## src/rtl/sumcore_pkg.sv

```systemverilog
package sumcore_pkg;

    // Run phases of the block-level handshake; order is the run sequence.
    typedef enum logic [2:0] {
        PH_IDLE = 3'd0,
        PH_CAP  = 3'd1,
        PH_ADD  = 3'd2,
        PH_OUT  = 3'd3,
        PH_DONE = 3'd4
    } phase_e;

    typedef struct packed {
        phase_e phase;
    } ctrl_regs_t;

endpackage

```

## src/rtl/sumcore_ctrl.sv

```systemverilog
module sumcore_ctrl
    import sumcore_pkg::*;
#(
    parameter bit FREE_RUN = 1'b0
) (
    input  logic clk,
    input  logic rst,
    input  logic start,
    output logic cap_en,
    output logic calc_en,
    output logic done,
    output logic ready,
    output logic idle
);

    ctrl_regs_t ctl_d, ctl_q;

    always_comb begin
        ctl_d = ctl_q;
        unique case (ctl_q.phase)
            PH_IDLE: if (start && !FREE_RUN) ctl_d.phase = PH_CAP;
            PH_CAP:  ctl_d.phase = PH_ADD;
            PH_ADD:  ctl_d.phase = PH_OUT;
            PH_OUT:  ctl_d.phase = PH_DONE;
            PH_DONE: ctl_d.phase = start ? PH_CAP : PH_IDLE;
            default: ctl_d.phase = PH_IDLE;
        endcase
    end

    always_ff @(posedge clk) begin
        if (rst) ctl_q <= '{phase: PH_IDLE};
        else     ctl_q <= ctl_d;
    end

    always_comb begin
        cap_en  = !FREE_RUN && (ctl_q.phase == PH_CAP);
        calc_en = FREE_RUN  || (ctl_q.phase == PH_ADD);
        ready   = !FREE_RUN && (ctl_q.phase == PH_ADD);
        done    = !FREE_RUN && (ctl_q.phase == PH_DONE);
        idle    = !FREE_RUN && (ctl_q.phase == PH_IDLE);
    end

    generate
        if (!FREE_RUN) begin : g_hs_checks
            // a sampled start in idle leaves idle on the next cycle
            p_start_leaves_idle_r2: assert property (@(posedge clk) disable iff (rst)
                idle && start |=> !idle);
            // ready is a single-cycle pulse
            p_ready_pulse_r3: assert property (@(posedge clk) disable iff (rst)
                ready |=> !ready);
            // done arrives two cycles after ready
            p_ready_to_done_r5: assert property (@(posedge clk) disable iff (rst)
                ready |=> ##1 done);
            // start during done chains straight into a capture phase
            p_chain_r7: assert property (@(posedge clk) disable iff (rst)
                done && start |=> !idle && cap_en);
        end
    endgenerate

endmodule

```

## src/rtl/sumcore_capture.sv

```systemverilog
module sumcore_capture #(
    parameter int DW = 8,
    localparam int SW = DW + 2
) (
    input  logic          clk,
    input  logic          rst,
    input  logic          load,
    input  logic [DW-1:0] a_i,
    input  logic [DW-1:0] b_i,
    input  logic [SW-1:0] c_i,
    output logic [DW-1:0] a_o,
    output logic [DW-1:0] b_o,
    output logic [SW-1:0] c_o
);

    typedef struct packed {
        logic [DW-1:0] a;
        logic [DW-1:0] b;
        logic [SW-1:0] c;
    } cap_regs_t;

    cap_regs_t cap_d, cap_q;

    always_comb begin
        cap_d = cap_q;
        if (load) begin
            cap_d.a = a_i;
            cap_d.b = b_i;
            cap_d.c = c_i;
        end
    end

    always_ff @(posedge clk) begin
        if (rst) cap_q <= '0;
        else     cap_q <= cap_d;
    end

    assign a_o = cap_q.a;
    assign b_o = cap_q.b;
    assign c_o = cap_q.c;

    // captured operands do not move outside the capture cycle
    p_hold_operands_r8: assert property (@(posedge clk) disable iff (rst)
        !load |=> $stable(a_o) && $stable(b_o) && $stable(c_o));

endmodule

```

## src/rtl/sumcore_datapath.sv

```systemverilog
module sumcore_datapath #(
    parameter int DW = 8,
    localparam int SW = DW + 2,
    localparam int RW = DW + 1
) (
    input  logic          clk,
    input  logic          rst,
    input  logic          load,
    input  logic [DW-1:0] a,
    input  logic [DW-1:0] b,
    input  logic [SW-1:0] c,
    output logic [SW-1:0] sum_o,
    output logic          sum_vld,
    output logic [RW-1:0] ret_o
);

    typedef struct packed {
        logic [SW-1:0] sum;
        logic [RW-1:0] ret;
        logic          vld;
    } dp_regs_t;

    dp_regs_t dp_d, dp_q;
    logic [RW-1:0] pair_sum;

    always_comb begin
        pair_sum = RW'(a) + RW'(b);
        dp_d     = dp_q;
        dp_d.vld = load;
        if (load) begin
            dp_d.ret = pair_sum;
            dp_d.sum = SW'(pair_sum) + c;
        end
    end

    always_ff @(posedge clk) begin
        if (rst) dp_q <= '0;
        else     dp_q <= dp_d;
    end

    assign sum_o   = dp_q.sum;
    assign sum_vld = dp_q.vld;
    assign ret_o   = dp_q.ret;

    // the updated sum holds between computations
    p_sum_hold_r4: assert property (@(posedge clk) disable iff (rst)
        !load |=> $stable(sum_o));
    // the return register holds between computations
    p_ret_hold_r5: assert property (@(posedge clk) disable iff (rst)
        !load |=> $stable(ret_o));

endmodule

```

## src/rtl/sumcore_top.sv

```systemverilog
module sumcore_top #(
    parameter int DW       = 8,
    parameter bit CAPTURE  = 1'b1,
    parameter bit FREE_RUN = 1'b0
) (
    input  logic          clk,
    input  logic          rst,
    input  logic          start,
    input  logic [DW-1:0] in_a,
    input  logic [DW-1:0] in_b,
    input  logic [DW+1:0] acc_in,
    output logic [DW+1:0] acc_out,
    output logic          acc_vld,
    output logic [DW:0]   result,
    output logic          done,
    output logic          ready,
    output logic          idle
);

    localparam int SW = DW + 2;

    logic          cap_en;
    logic          calc_en;
    logic [DW-1:0] op_a;
    logic [DW-1:0] op_b;
    logic [SW-1:0] op_c;

    sumcore_ctrl #(.FREE_RUN(FREE_RUN)) u_ctrl (
        .clk     (clk),
        .rst     (rst),
        .start   (start),
        .cap_en  (cap_en),
        .calc_en (calc_en),
        .done    (done),
        .ready   (ready),
        .idle    (idle)
    );

    generate
        if (CAPTURE && !FREE_RUN) begin : g_capture
            sumcore_capture #(.DW(DW)) u_cap (
                .clk  (clk),
                .rst  (rst),
                .load (cap_en),
                .a_i  (in_a),
                .b_i  (in_b),
                .c_i  (acc_in),
                .a_o  (op_a),
                .b_o  (op_b),
                .c_o  (op_c)
            );
        end else begin : g_live
            logic unused_cap;
            assign unused_cap = cap_en;
            assign op_a = in_a;
            assign op_b = in_b;
            assign op_c = acc_in;
        end
    endgenerate

    sumcore_datapath #(.DW(DW)) u_dp (
        .clk     (clk),
        .rst     (rst),
        .load    (calc_en),
        .a       (op_a),
        .b       (op_b),
        .c       (op_c),
        .sum_o   (acc_out),
        .sum_vld (acc_vld),
        .ret_o   (result)
    );

    generate
        if (FREE_RUN) begin : g_free_checks
            // no block-level control activity in free-running mode
            p_quiet_ctrl_r10: assert property (@(posedge clk) disable iff (rst)
                !done && !ready && !idle);
        end else begin : g_hs_top_checks
            // the sum strobe is followed by done on the next cycle
            p_vld_then_done_r5: assert property (@(posedge clk) disable iff (rst)
                acc_vld |=> done);
            // the sum strobe is a single-cycle pulse
            p_vld_pulse_r4: assert property (@(posedge clk) disable iff (rst)
                acc_vld |=> !acc_vld);
            // idle and the phase pulses never overlap
            p_idle_excl_r2: assert property (@(posedge clk) disable iff (rst)
                idle |-> !done && !ready && !acc_vld);
        end
    endgenerate

endmodule

```

## config.mk

```make
export PLATFORM = sky130hd
export DESIGN_NAME = sumcore_top
export DESIGN_NICKNAME = d
export VERILOG_FILES = /design/src/rtl/sumcore_pkg.sv /design/src/rtl/sumcore_ctrl.sv /design/src/rtl/sumcore_capture.sv /design/src/rtl/sumcore_datapath.sv /design/src/rtl/sumcore_top.sv
export SDC_FILE = /design/constraint.sdc
export NUM_CORES = 1
export LEC_CHECK = 0
export BUFFER_PORTS_ARGS = -buffer_cell sky130_fd_sc_hd__buf_2
export CAP_MARGIN = 15
export CORE_MARGIN = 4
export CORE_UTILIZATION = 50
export CTS_CLUSTER_DIAMETER = 120
export DETAILED_ROUTE_END_ITERATION = 10
export HOLD_SLACK_MARGIN = 0.05
export PLACE_DENSITY = 0.76
export RECOVER_POWER = 50
export SLEW_MARGIN = 20
export SYNTH_ARGS = -nofsm -noshare
export SYNTH_HDL_FRONTEND = slang
export SYNTH_HIERARCHICAL = 1
export SYNTH_SLANG_ARGS = --single-unit
```

## constraint.sdc

```tcl
create_clock -name clk -period 3.7 [get_ports clk]
set_input_delay 0.185 -clock clk [delete_from_list [all_inputs] [get_ports clk]]
set_output_delay 0.185 -clock clk [all_outputs]
set_load 0.02 [all_outputs]
```

==> results.json, run 1 <==
{
  "ant_nets": 0,
  "r2r_start": "g_capture.u_cap/a_o[0]",
  "synth-async-reset-ratio_pct": 0,
  "cts_buffers": 5,
  "drtIter0Drc": 144,
  "die_w_microns": 80.86,
  "setup_violations": 0,
  "pin_count": 52,
  "cap_violations": 1,
  "cts_hold_buf": 0,
  "hp-class": "in -> reg",
  "vias": 2191,
  "dp_hpwl_microns": 4039,
  "htree_levels": 2,
  "synth_area_per_cell_sq_um": 9.411,
  "rsz0062_at_grt": "false",
  "cp_common_cell": "ha_1",
  "start_util_pct": 51.63,
  "wl_per_cell_microns": 13.98,
  "p_leak_nw": 1.224,
  "worst_slack_ns": 0.4853,
  "power_mw": 1.254,
  "worstPathRequired_ns": 3.89,
  "final_common_cell": "dfxtp_1",
  "diodes": 0,
  "violations": "capacitance limit, slew limit",
  "r2r_slack_ns": 0.49,
  "grt_max_degree": 57,
  "cts_max_path_buffers": 2,
  "tns_ns": 0,
  "synth_edf_count": 0,
  "outcome": "finished with violations",
  "clkTransAtPathRegs_ns": 0.08,
  "wirelength_microns": 5550,
  "ir_drop_uv": 238.8,
  "slew_headroom_pct": -55.18,
  "die_y_microns": 80.86,
  "layout-drive-gt1-share_pct": 14.37,
  "overflow": 0,
  "tightestPinTransition_ns": 2.328,
  "hold_ws_ns": 0.1143,
  "row_count": 26,
  "cts_root_buf": "clkbuf_8",
  "vias_per_cell": 5.519,
  "netlist_instances": 282,
  "cts_tree": "built",
  "synth_cell_type_count": 55,
  "synth_area_leader_cell": "dfxtp_1",
  "reg2reg_to": "u_dp/sum_o[7]",
  "cts-resized-gates": 0,
  "syn2layout_area_growth_pct": 11.83,
  "synth_nets": 330,
  "cp-start-kind": "flop",
  "cp-end-kind": "flop",
  "synth_top_area_share_pct": 36.96,
  "crit_fanout": 6,
  "synthTopCellsByArea": "dfxtp_1 37%, mux2i_1 11%, ha_1 8.0%, nor2_1 6.2%, nand2_1 2.3%",
  "fin_crit_ns": 3.215,
  "yosysSeqAreaShare_pct": 36.96,
  "met3WireLength_microns": 348,
  "ys_ff_latch": 49,
  "grt_usage_pct": 18.52,
  "drc": 0,
  "synth_ff_type": "dfxtp_1",
  "crit_chain": "ha_1, fa_1, a211oi_2, o21bai_1, a211oi_1, nor2_1, ha_1, a21oi_2, o2111ai_1, and3_1, a311o_1",
  "slowest_delay_ns": 0.45,
  "critPathCapture": "u_dp/sum_o[7]",
  "finalClockSkew_ns": 0.004088,
  "netlist_area_sq_um": 2654,
  "dp_slack_ns": 0.5077,
  "antenna_found_initial": 0,
  "met2WireLength_microns": 2639,
  "timing.fmax_mhz": 311.1,
  "die-area_sq_um": 6538,
  "grt_pass1_vias": 2108,
  "maxSlewViolCount": 57,
  "reg2reg_depth": 11,
  "critical-path-slowest-cell": "fa_1",
  "top_layer_used": "met4",
  "final.period_utilization_pct": 86.88,
  "critPathKind": "reg -> reg",
  "m1WireLength_microns": 2490,
  "worstPathArrival_ns": 3.41,
  "port_buffers": 51,
  "insertion_delay_ns": 0.30,
  "dp_cells": 390,
  "place_congestion": 0.8468,
  "startpoint": "g_capture.u_cap/a_o[0]",
  "final_cell_mix": "49 x dfxtp_1, 44 x nor2_1, 30 x mux2i_1, 28 x buf_2, 24 x clkbuf_1",
  "cts.sinks": 49,
  "core_area_sq_um": 5140,
  "grt_pass1_wl_microns": 9542,
  "fin_cells": 397,
  "post_cts_buffers": 0,
  "hold_viol": 0,
  "first_pass_iters": 4,
  "yosys_warnings": 6,
  "power_density_nw_per_um2": 422.6,
  "nNetsFinal": 375
}
## logic make-up (layout without fill, tap and decap cells)
kind of cell | Yosys count | count (layout) | share of synthesized area [%]
buffers and inverters | 20 | 65 | 4.715
DFF | 49 | 49 | 36.96
AOI/OAI and AO/OA | 66 | 66 | 19.43
adders and majority gates | 19 | 19 | 9.524
xor gates and xnor gates | 5 | 5 | 1.650
and+or+nand+nor | 93 | 93 | 16.41
muxes | 30 | 30 | 11.32
## metal layers
metal,GRT usage [%],vias up
met4,6.926,0
met3,3.769,6
met2,31.69,56
met5,0,-
met1,22.89,1012
li1,-,1117
## worst max-delay path: cells and delay by family, from the launching register on
kind / cells / cell delay (ns)
DFF: 1 / 0.32
and+or+nand+nor: 2 / 0.25
AOI/OAI and AO/OA: 6 / 1.50
adders and majority gates: 3 / 1.03
## sequential cells by signal (all words and copies together), names as in the netlist
| name | flops |
|---|---|
| u_dp/sum_o | 10 |
| g_capture.u_cap/a_o | 8 |
| u_dp/sum_vld | 1 |
| u_ctrl/ctl_q | 3 |
| u_dp/ret_o | 9 |
| g_capture.u_cap/b_o | 8 |
| g_capture.u_cap/c_o | 10 |
## through the flow
step                util (%)  cell area, sq um
CTS                    58.30              2997
floorplan                  -              2654
global route           57.74              2968
detailed placement     56.62              2910
global placement       56.62              2910
finish                 57.74              2968
## cell usage after synthesis (4+ instances only)
cell,instances
buf_2,5
nand2_1,16
nor3b_1,5
a21oi_1,7
nand2b_1,6
xnor2_1,4
nor3_1,6
a211oi_1,6
nor2_1,44
ha_1,17
clkbuf_1,6
a211o_1,4
dfxtp_1,49
mux2i_1,30
a21o_1,5
nand3_1,5
o21ai_0,5
inv_1,5
o211ai_1,4
## layout make-up
cell class	count	area, sq um
fillers	501	2172
well taps	70	87.58
multi-input cells	213	1553
inverters	5	18.77
flip-flops and latches	49	980.9
clock buffers	7	86.33
repair buffers	53	241.5
## worst min path at each step
| stage | start | end | slack [ns] | cells past startpoint |
|---|---|---|---|---|
| 2_1_floorplan | rst | u_ctrl/ctl_q[0] | 0.26 | 1 |
| 3_3_place_gp | in_b[2] | g_capture.u_cap/b_o[2] | 0.42 | 3 |
| 3_5_place_dp | in_b[3] | g_capture.u_cap/b_o[3] | 0.43 | 3 |
| 4_1_cts | in_b[3] | g_capture.u_cap/b_o[3] | 0.11 | 3 |
| 5_1_grt | in_b[5] | g_capture.u_cap/b_o[5] | 0.11 | 3 |
| 6_report | in_b[7] | g_capture.u_cap/b_o[7] | 0.11 | 3 |
## where the power goes
part           internal (mW)  switching, mW
clock                  0.148          0.165
combinational          0.139          0.202
sequential             0.570         0.0300
total                  0.858          0.397
Power figures use the tool's default switching activity.
==> run 2, diff against run 1 <==
--- a/config.mk
+++ b/config.mk
@@ -8,14 +8,15 @@
 export BUFFER_PORTS_ARGS = -buffer_cell sky130_fd_sc_hd__buf_2
 export CAP_MARGIN = 15
 export CORE_MARGIN = 4
-export CORE_UTILIZATION = 50
+export CORE_UTILIZATION = 51
 export CTS_CLUSTER_DIAMETER = 120
 export DETAILED_ROUTE_END_ITERATION = 10
 export HOLD_SLACK_MARGIN = 0.05
-export PLACE_DENSITY = 0.76
+export PLACE_DENSITY = 0.78
 export RECOVER_POWER = 50
 export SLEW_MARGIN = 20
 export SYNTH_ARGS = -nofsm -noshare
 export SYNTH_HDL_FRONTEND = slang
 export SYNTH_HIERARCHICAL = 1
 export SYNTH_SLANG_ARGS = --single-unit
+export TNS_END_PERCENT = 20
==> run 2 against run 1 <==
- the flow still finishes with violations (capacitance limit, slew limit)
- clock power about the same
- cell area decreased by 0.13%
- clock skew about the same
- wire length increased by 4.7%
- sequential cell count unchanged
- sequential share of layout area about the same
- hold slack improved by 0.0062 ns
- non-clock buffer count unchanged
- count of clock-buffer cells in the layout unchanged
- register-to-register slack about the same
- combinational power increased by 2%
- critical endpoint is now u_dp/sum_o[9]
==> results.json, run 2 (synthesis results as in run 1) <==
{
  "nNetsFinal": 375,
  "tightestPinTransition_ns": 2.345,
  "core_area_sq_um": 4880,
  "reg2reg_depth": 11,
  "reg2reg_to": "u_dp/sum_o[9]",
  "first_pass_iters": 4,
  "regArea_sq_um": 980.9,
  "htree_levels": 2,
  "r2r_start": "g_capture.u_cap/a_o[0]",
  "die-area_sq_um": 6422,
  "grt_max_degree": 57,
  "final.period_utilization_pct": 87.02,
  "wl_per_cell_microns": 14.75,
  "violations": "capacitance limit, slew limit",
  "ir_drop_uv": 268.1,
  "worstPathArrival_ns": 3.45,
  "min_from": "in_a[1]",
  "antenna_found_initial": 0,
  "diodes": 0,
  "layout-drive-gt1-share_pct": 14.37,
  "drc": 0,
  "hp-class": "in -> reg",
  "port_buffers": 51,
  "cp-start-kind": "flop",
  "timing.fmax_mhz": 310.6,
  "cts-resized-gates": 0,
  "grt_usage_pct": 18.96,
  "multiInputGateArea_sq_um": 1553,
  "die_y_microns": 80.14,
  "rsz0062_at_grt": "false",
  "p_leak_nw": 1.224,
  "maxSlewViolCount": 57,
  "worst_slack_ns": 0.4804,
  "dp_hpwl_microns": 4142,
  "insertion_delay_ns": 0.29,
  "cts.sinks": 49,
  "cts_tree": "built",
  "pin_count": 52,
  "wirelength_microns": 5813,
  "dp_slack_ns": 0.5186,
  "ant_nets": 0,
  "power_density_nw_per_um2": 424.4,
  "holdPathEnd": "g_capture.u_cap/a_o[1]",
  "crit_fanout": 6,
  "p_switching_uw": 399.7,
  "r2r_slack_ns": 0.48,
  "grt_pass1_wl_microns": 9729,
  "cts_max_path_buffers": 2,
  "combPwrFrac_pct": 27.6,
  "place_congestion": 0.8567,
  "cp-end-kind": "flop",
  "cts_buffers": 5,
  "finalClockSkew_ns": 0.004238,
  "vias": 2223,
  "setup_violations": 0,
  "overflow": 0,
  "post_cts_buffers": 0,
  "fin_crit_ns": 3.220,
  "die_w_microns": 80.14,
  "power_frac_clock_pct": 24.6,
  "row_count": 25,
  "start_util_pct": 54.38,
  "critPathKind": "reg -> reg",
  "final_cell_mix": "49 x dfxtp_1, 44 x nor2_1, 30 x mux2i_1, 28 x buf_2, 24 x clkbuf_1",
  "drtIter0Drc": 167,
  "swShare_pct": 31.77,
  "clkTransAtPathRegs_ns": 0.08,
  "cts_root_buf": "clkbuf_8",
  "cts_hold_buf": 0,
  "p_int_uw": 858.2,
  "tns_ns": 0,
  "outcome": "finished with violations",
  "final_common_cell": "dfxtp_1",
  "holdPathStages": 3,
  "syn2layout_area_growth_pct": 11.69,
  "cap_violations": 1,
  "seq_power_share_pct": 47.8,
  "slew_headroom_pct": -56.31,
  "n_fill_cell": 459,
  "hold_viol": 0,
  "grt_pass1_vias": 2098,
  "worstPathRequired_ns": 3.93,
  "vias_per_cell": 5.642
}
[run 2: through the flow]
| step | power (mW) | util, % | instances | area, sq um | hold slack [ns] |
|---|---|---|---|---|---|
| 2_1_floorplan | 0.8881 | - | 282 | 2654 | 0.2578 |
| 5_1_grt | 1.335 | 60.74 | 394 | 2964 | 0.1145 |
| 3_3_place_gp | 0.9502 | 59.56 | 387 | 2907 | 0.4173 |
| 4_1_cts | 1.271 | 61.33 | 394 | 2993 | 0.1145 |
| 6_report | 1.258 | 60.74 | 394 | 2964 | 0.1205 |
| 3_5_place_dp | 0.9599 | 59.56 | 387 | 2907 | 0.4266 |
[run 2: how the worst max path moves through the flow]
stage               depth (start not counted)              startpoint            end
floorplan                                  11  g_capture.u_cap/a_o[0]  u_dp/sum_o[9]
global placement                           11  g_capture.u_cap/a_o[0]  u_dp/sum_o[7]
detailed placement                         11  g_capture.u_cap/a_o[0]  u_dp/sum_o[7]
CTS                                        11  g_capture.u_cap/a_o[0]  u_dp/sum_o[7]
global route                               11  g_capture.u_cap/a_o[0]  u_dp/sum_o[7]
finish                                     11  g_capture.u_cap/a_o[0]  u_dp/sum_o[9]
[run 2: area by class of cell]
type | instances | area share, %
multi-input combinational | 213 | 52.39
sequential | 49 | 33.09
timing repair buffer | 53 | 8.147
clock buffer | 7 | 2.913
tap | 67 | 2.828
inverter | 5 | 0.6332
[run 2: worst max-delay path: stages (launching register included)]
cell and delay [ns]:
dfxtp_1 0.32, ha_1 0.23, fa_1 0.44, a211oi_2 0.36, o21bai_1 0.12, a211oi_1 0.30
nor2_1 0.07, ha_1 0.36, a21oi_2 0.26, o21ai_0 0.17, or3_1 0.38, o211ai_2 0.14
[run 2: routing by layer]
metal | GRT usage [%] | wire length (microns)
met5 | 0 | 0
met2 | 31.79 | 2793
met4 | 5.068 | 42
met1 | 24.77 | 2647
met3 | 3.812 | 330
[run 2: power groups by stage]
stage / sequential (mW) / combinational [mW] / clock (mW)
floorplan: 0.622 / 0.266 / 0
global placement: 0.611 / 0.339 / 0
detailed placement: 0.613 / 0.347 / 0
CTS: 0.601 / 0.350 / 0.320
global route: 0.607 / 0.385 / 0.342
finish: 0.602 / 0.347 / 0.310
==> run 3, diff against run 2 <==
--- a/config.mk
+++ b/config.mk
@@ -5,6 +5,7 @@
 export SDC_FILE = /design/constraint.sdc
 export NUM_CORES = 1
 export LEC_CHECK = 0
+export ABC_AREA = 1
 export BUFFER_PORTS_ARGS = -buffer_cell sky130_fd_sc_hd__buf_2
 export CAP_MARGIN = 15
 export CORE_MARGIN = 4
@@ -12,7 +13,7 @@
 export CTS_CLUSTER_DIAMETER = 120
 export DETAILED_ROUTE_END_ITERATION = 10
 export HOLD_SLACK_MARGIN = 0.05
-export PLACE_DENSITY = 0.78
+export PLACE_DENSITY = 0.77
 export RECOVER_POWER = 50
 export SLEW_MARGIN = 20
 export SYNTH_ARGS = -nofsm -noshare
==> run 3 against run 2 <==
- the run still ends with capacitance limit, slew limit left
- sequential power up 3%
- clock skew about the same
- synthesized area up 4.4%
- combinational power up 24%
- die area up 4.0%
- cell area up 2.6%
- register-to-register slack better by 0.57 ns
- sequential share of layout area down 0.83 points
- synthesized cell count up 46%
- via count up 13%
- critical path depth up 3
- critical path type unchanged
- critical endpoint is now u_dp/sum_o[7]
- highest routed layer unchanged
==> results.json, run 3 <==
{
  "worstPathArrival_ns": 2.85,
  "htree_levels": 2,
  "cts_tree": "built",
  "clkTransAtPathRegs_ns": 0.09,
  "nNetsFinal": 507,
  "vias": 2505,
  "synth_edf_count": 0,
  "grt_pass1_wl_microns": 9273,
  "fin_cells": 530,
  "grt.busiest_layer": "met2",
  "timing.fmax_mhz": 376.7,
  "violations": "capacitance limit, slew limit",
  "netlist_instances": 413,
  "synth.most_common_cell": "nand2_1",
  "setup_violations": 0,
  "synthTopCellsByArea": "dfxtp_1 35%, nand2_1 14%, nor2_1 13%, inv_1 7.9%, ha_1 7.7%",
  "layout-drive-gt1-share_pct": 11.52,
  "post_cts_buffers": 0,
  "r2r_slack_ns": 1.05,
  "tightestPinTransition_ns": 2.071,
  "synth_ff_type": "dfxtp_1",
  "gr-usage-met2_pct": 30.62,
  "cp_top_family": "adder cells",
  "path_buf_inv": 2,
  "hold_viol": 0,
  "place_congestion": 0.8878,
  "dp_hpwl_microns": 4094,
  "synth_cell_type_count": 30,
  "ant_nets": 0,
  "crit_fanout": 5,
  "critPathKind": "reg -> reg",
  "cts_buffers": 5,
  "slowest_delay_ns": 0.41,
  "synth-async-reset-ratio_pct": 0,
  "grt_pass1_vias": 2205,
  "wirelength_microns": 5555,
  "die_y_microns": 81.72,
  "slew_headroom_pct": -38.08,
  "yosys_warnings": 6,
  "worstPathRequired_ns": 3.90,
  "insertion_delay_ns": 0.30,
  "ys_ff_latch": 49,
  "cts-resized-gates": 0,
  "port_buffers": 51,
  "synth_area_per_cell_sq_um": 6.710,
  "p_leak_nw": 1.681,
  "core_area_sq_um": 5172,
  "rsz0062_at_grt": "false",
  "final_common_cell": "nand2_1",
  "cts_max_path_buffers": 2,
  "power_density_nw_per_um2": 444.9,
  "vias_per_cell": 4.726,
  "diodes": 0,
  "die-area_sq_um": 6677,
  "cap_violations": 1,
  "met3_usage_pct": 3.618,
  "start_util_pct": 53.58,
  "cts_hold_buf": 0,
  "maxSlewViolCount": 53,
  "first_pass_iters": 4,
  "fin_crit_ns": 2.655,
  "netlist_area_sq_um": 2771,
  "die_w_microns": 81.72,
  "pin_count": 52,
  "tns_ns": 0,
  "cts.sinks": 49,
  "synth_top_area_share_pct": 35.40,
  "cp-end-kind": "flop",
  "final_cell_area_sq_um": 3040,
  "drc": 0,
  "crit_chain": "ha_1, fa_1, nand3_1, nand2_1, or2_2, nand2_1, inv_1, ha_1, a21oi_2, nor2_1, nor2_1, a21oi_1, o21ai_0, inv_1",
  "finalClockSkew_ns": 0.004486,
  "drtIter0Drc": 148,
  "critical-path-slowest-cell": "fa_1",
  "antenna_found_initial": 0,
  "hp-class": "in -> reg",
  "wl_per_cell_microns": 10.48,
  "outcome": "finished with violations",
  "syn2layout_area_growth_pct": 9.707,
  "ir_drop_uv": 228.4,
  "final.period_utilization_pct": 71.75,
  "final_cell_mix": "102 x nand2_1, 94 x nor2_1, 58 x inv_1, 49 x dfxtp_1, 29 x buf_2",
  "synth_nets": 461,
  "hold_ws_ns": 0.1508,
  "row_count": 26,
  "dp_cells": 522,
  "cp-start-kind": "flop",
  "dpl_cell_area_sq_um": 2989,
  "overflow": 0,
  "cts_root_buf": "clkbuf_8",
  "yosysSeqAreaShare_pct": 35.40,
  "synthTopCellsByCount": "102 x nand2_1, 94 x nor2_1, 58 x inv_1, 49 x dfxtp_1, 22 x nand3_1",
  "use_met1_pct": 21.96,
  "grt_max_degree": 53,
  "grt_usage_pct": 17.53,
  "synth_area_leader_cell": "dfxtp_1"
}
run 3: changes by cell type after synthesis, sizes merged, moves of 7 or more:
cell,change
a211oi,-9
inv,+54
a21oi,+7
nor2,+58
mux2i,-30
nand2,+88
nand3,+18
run 3: final cells by class:
type / count / area (sq um)
inverter: 59 / 221.5
timing repair buffer: 53 / 239.0
fill: 526 / 2132
multi-input combinational: 291 / 1429
clock inverter: 2 / 10.01
clock buffer: 6 / 72.57
sequential: 49 / 980.9
tap: 70 / 87.58
run 3: power breakdown:
part,internal (mW),total (mW),switching [mW]
registers,0.585,0.620,0.0349
clock network,0.131,0.303,0.171
logic,0.159,0.430,0.271
run 3: worst reg2reg max path, cell delays in order, from the launching register on:
cell and delay [ns]:
dfxtp_1 0.32, ha_1 0.21, fa_1 0.41, nand3_1 0.10, nand2_1 0.08, or2_2 0.27
nand2_1 0.08, inv_1 0.05, ha_1 0.35, a21oi_2 0.22, nor2_1 0.07, nor2_1 0.13
a21oi_1 0.08, o21ai_0 0.15, inv_1 0.05
run 3: metal layers:
layer | part of all wire (%) | up-vias
li1 | - | 1348
met1 | 46 | 1101
met2 | 47 | 52
met3 | 6.2 | 4
met4 | 0.92 | 0
met5 | 0 | -
run 3: path summary, 6_finish.rpt:
check | startpoint | endpoint | depth (start not counted)
setup / recovery | g_capture.u_cap/a_o[0] | u_dp/sum_o[7] | 14
hold / removal | start | u_ctrl/ctl_q[0] | 3
setup reg to reg | g_capture.u_cap/a_o[0] | u_dp/sum_o[7] | 14
hold reg to reg | u_ctrl/ctl_q[1] | u_ctrl/ctl_q[2] | 2
run 3: per-stage QoR:
stage	total power, mW	utilization [%]	setup slack [ns]
after global routing	1.448	58.78	0.8166
after CTS	1.367	59.39	1.054
after detailed placement	1.062	57.79	1.063
final	1.353	58.78	1.045
after global placement	1.052	57.79	1.127
after floorplan	0.9787	-	1.222
run 3: cells by family after synthesis:
kind of cell	after synthesis	synth area share [%]
fa+ha+maj	19	9.120
compound gates	33	6.592
xor+xnor	5	1.580
buf+inv	73	13.05
flops	49	35.40
simple gates	234	34.27
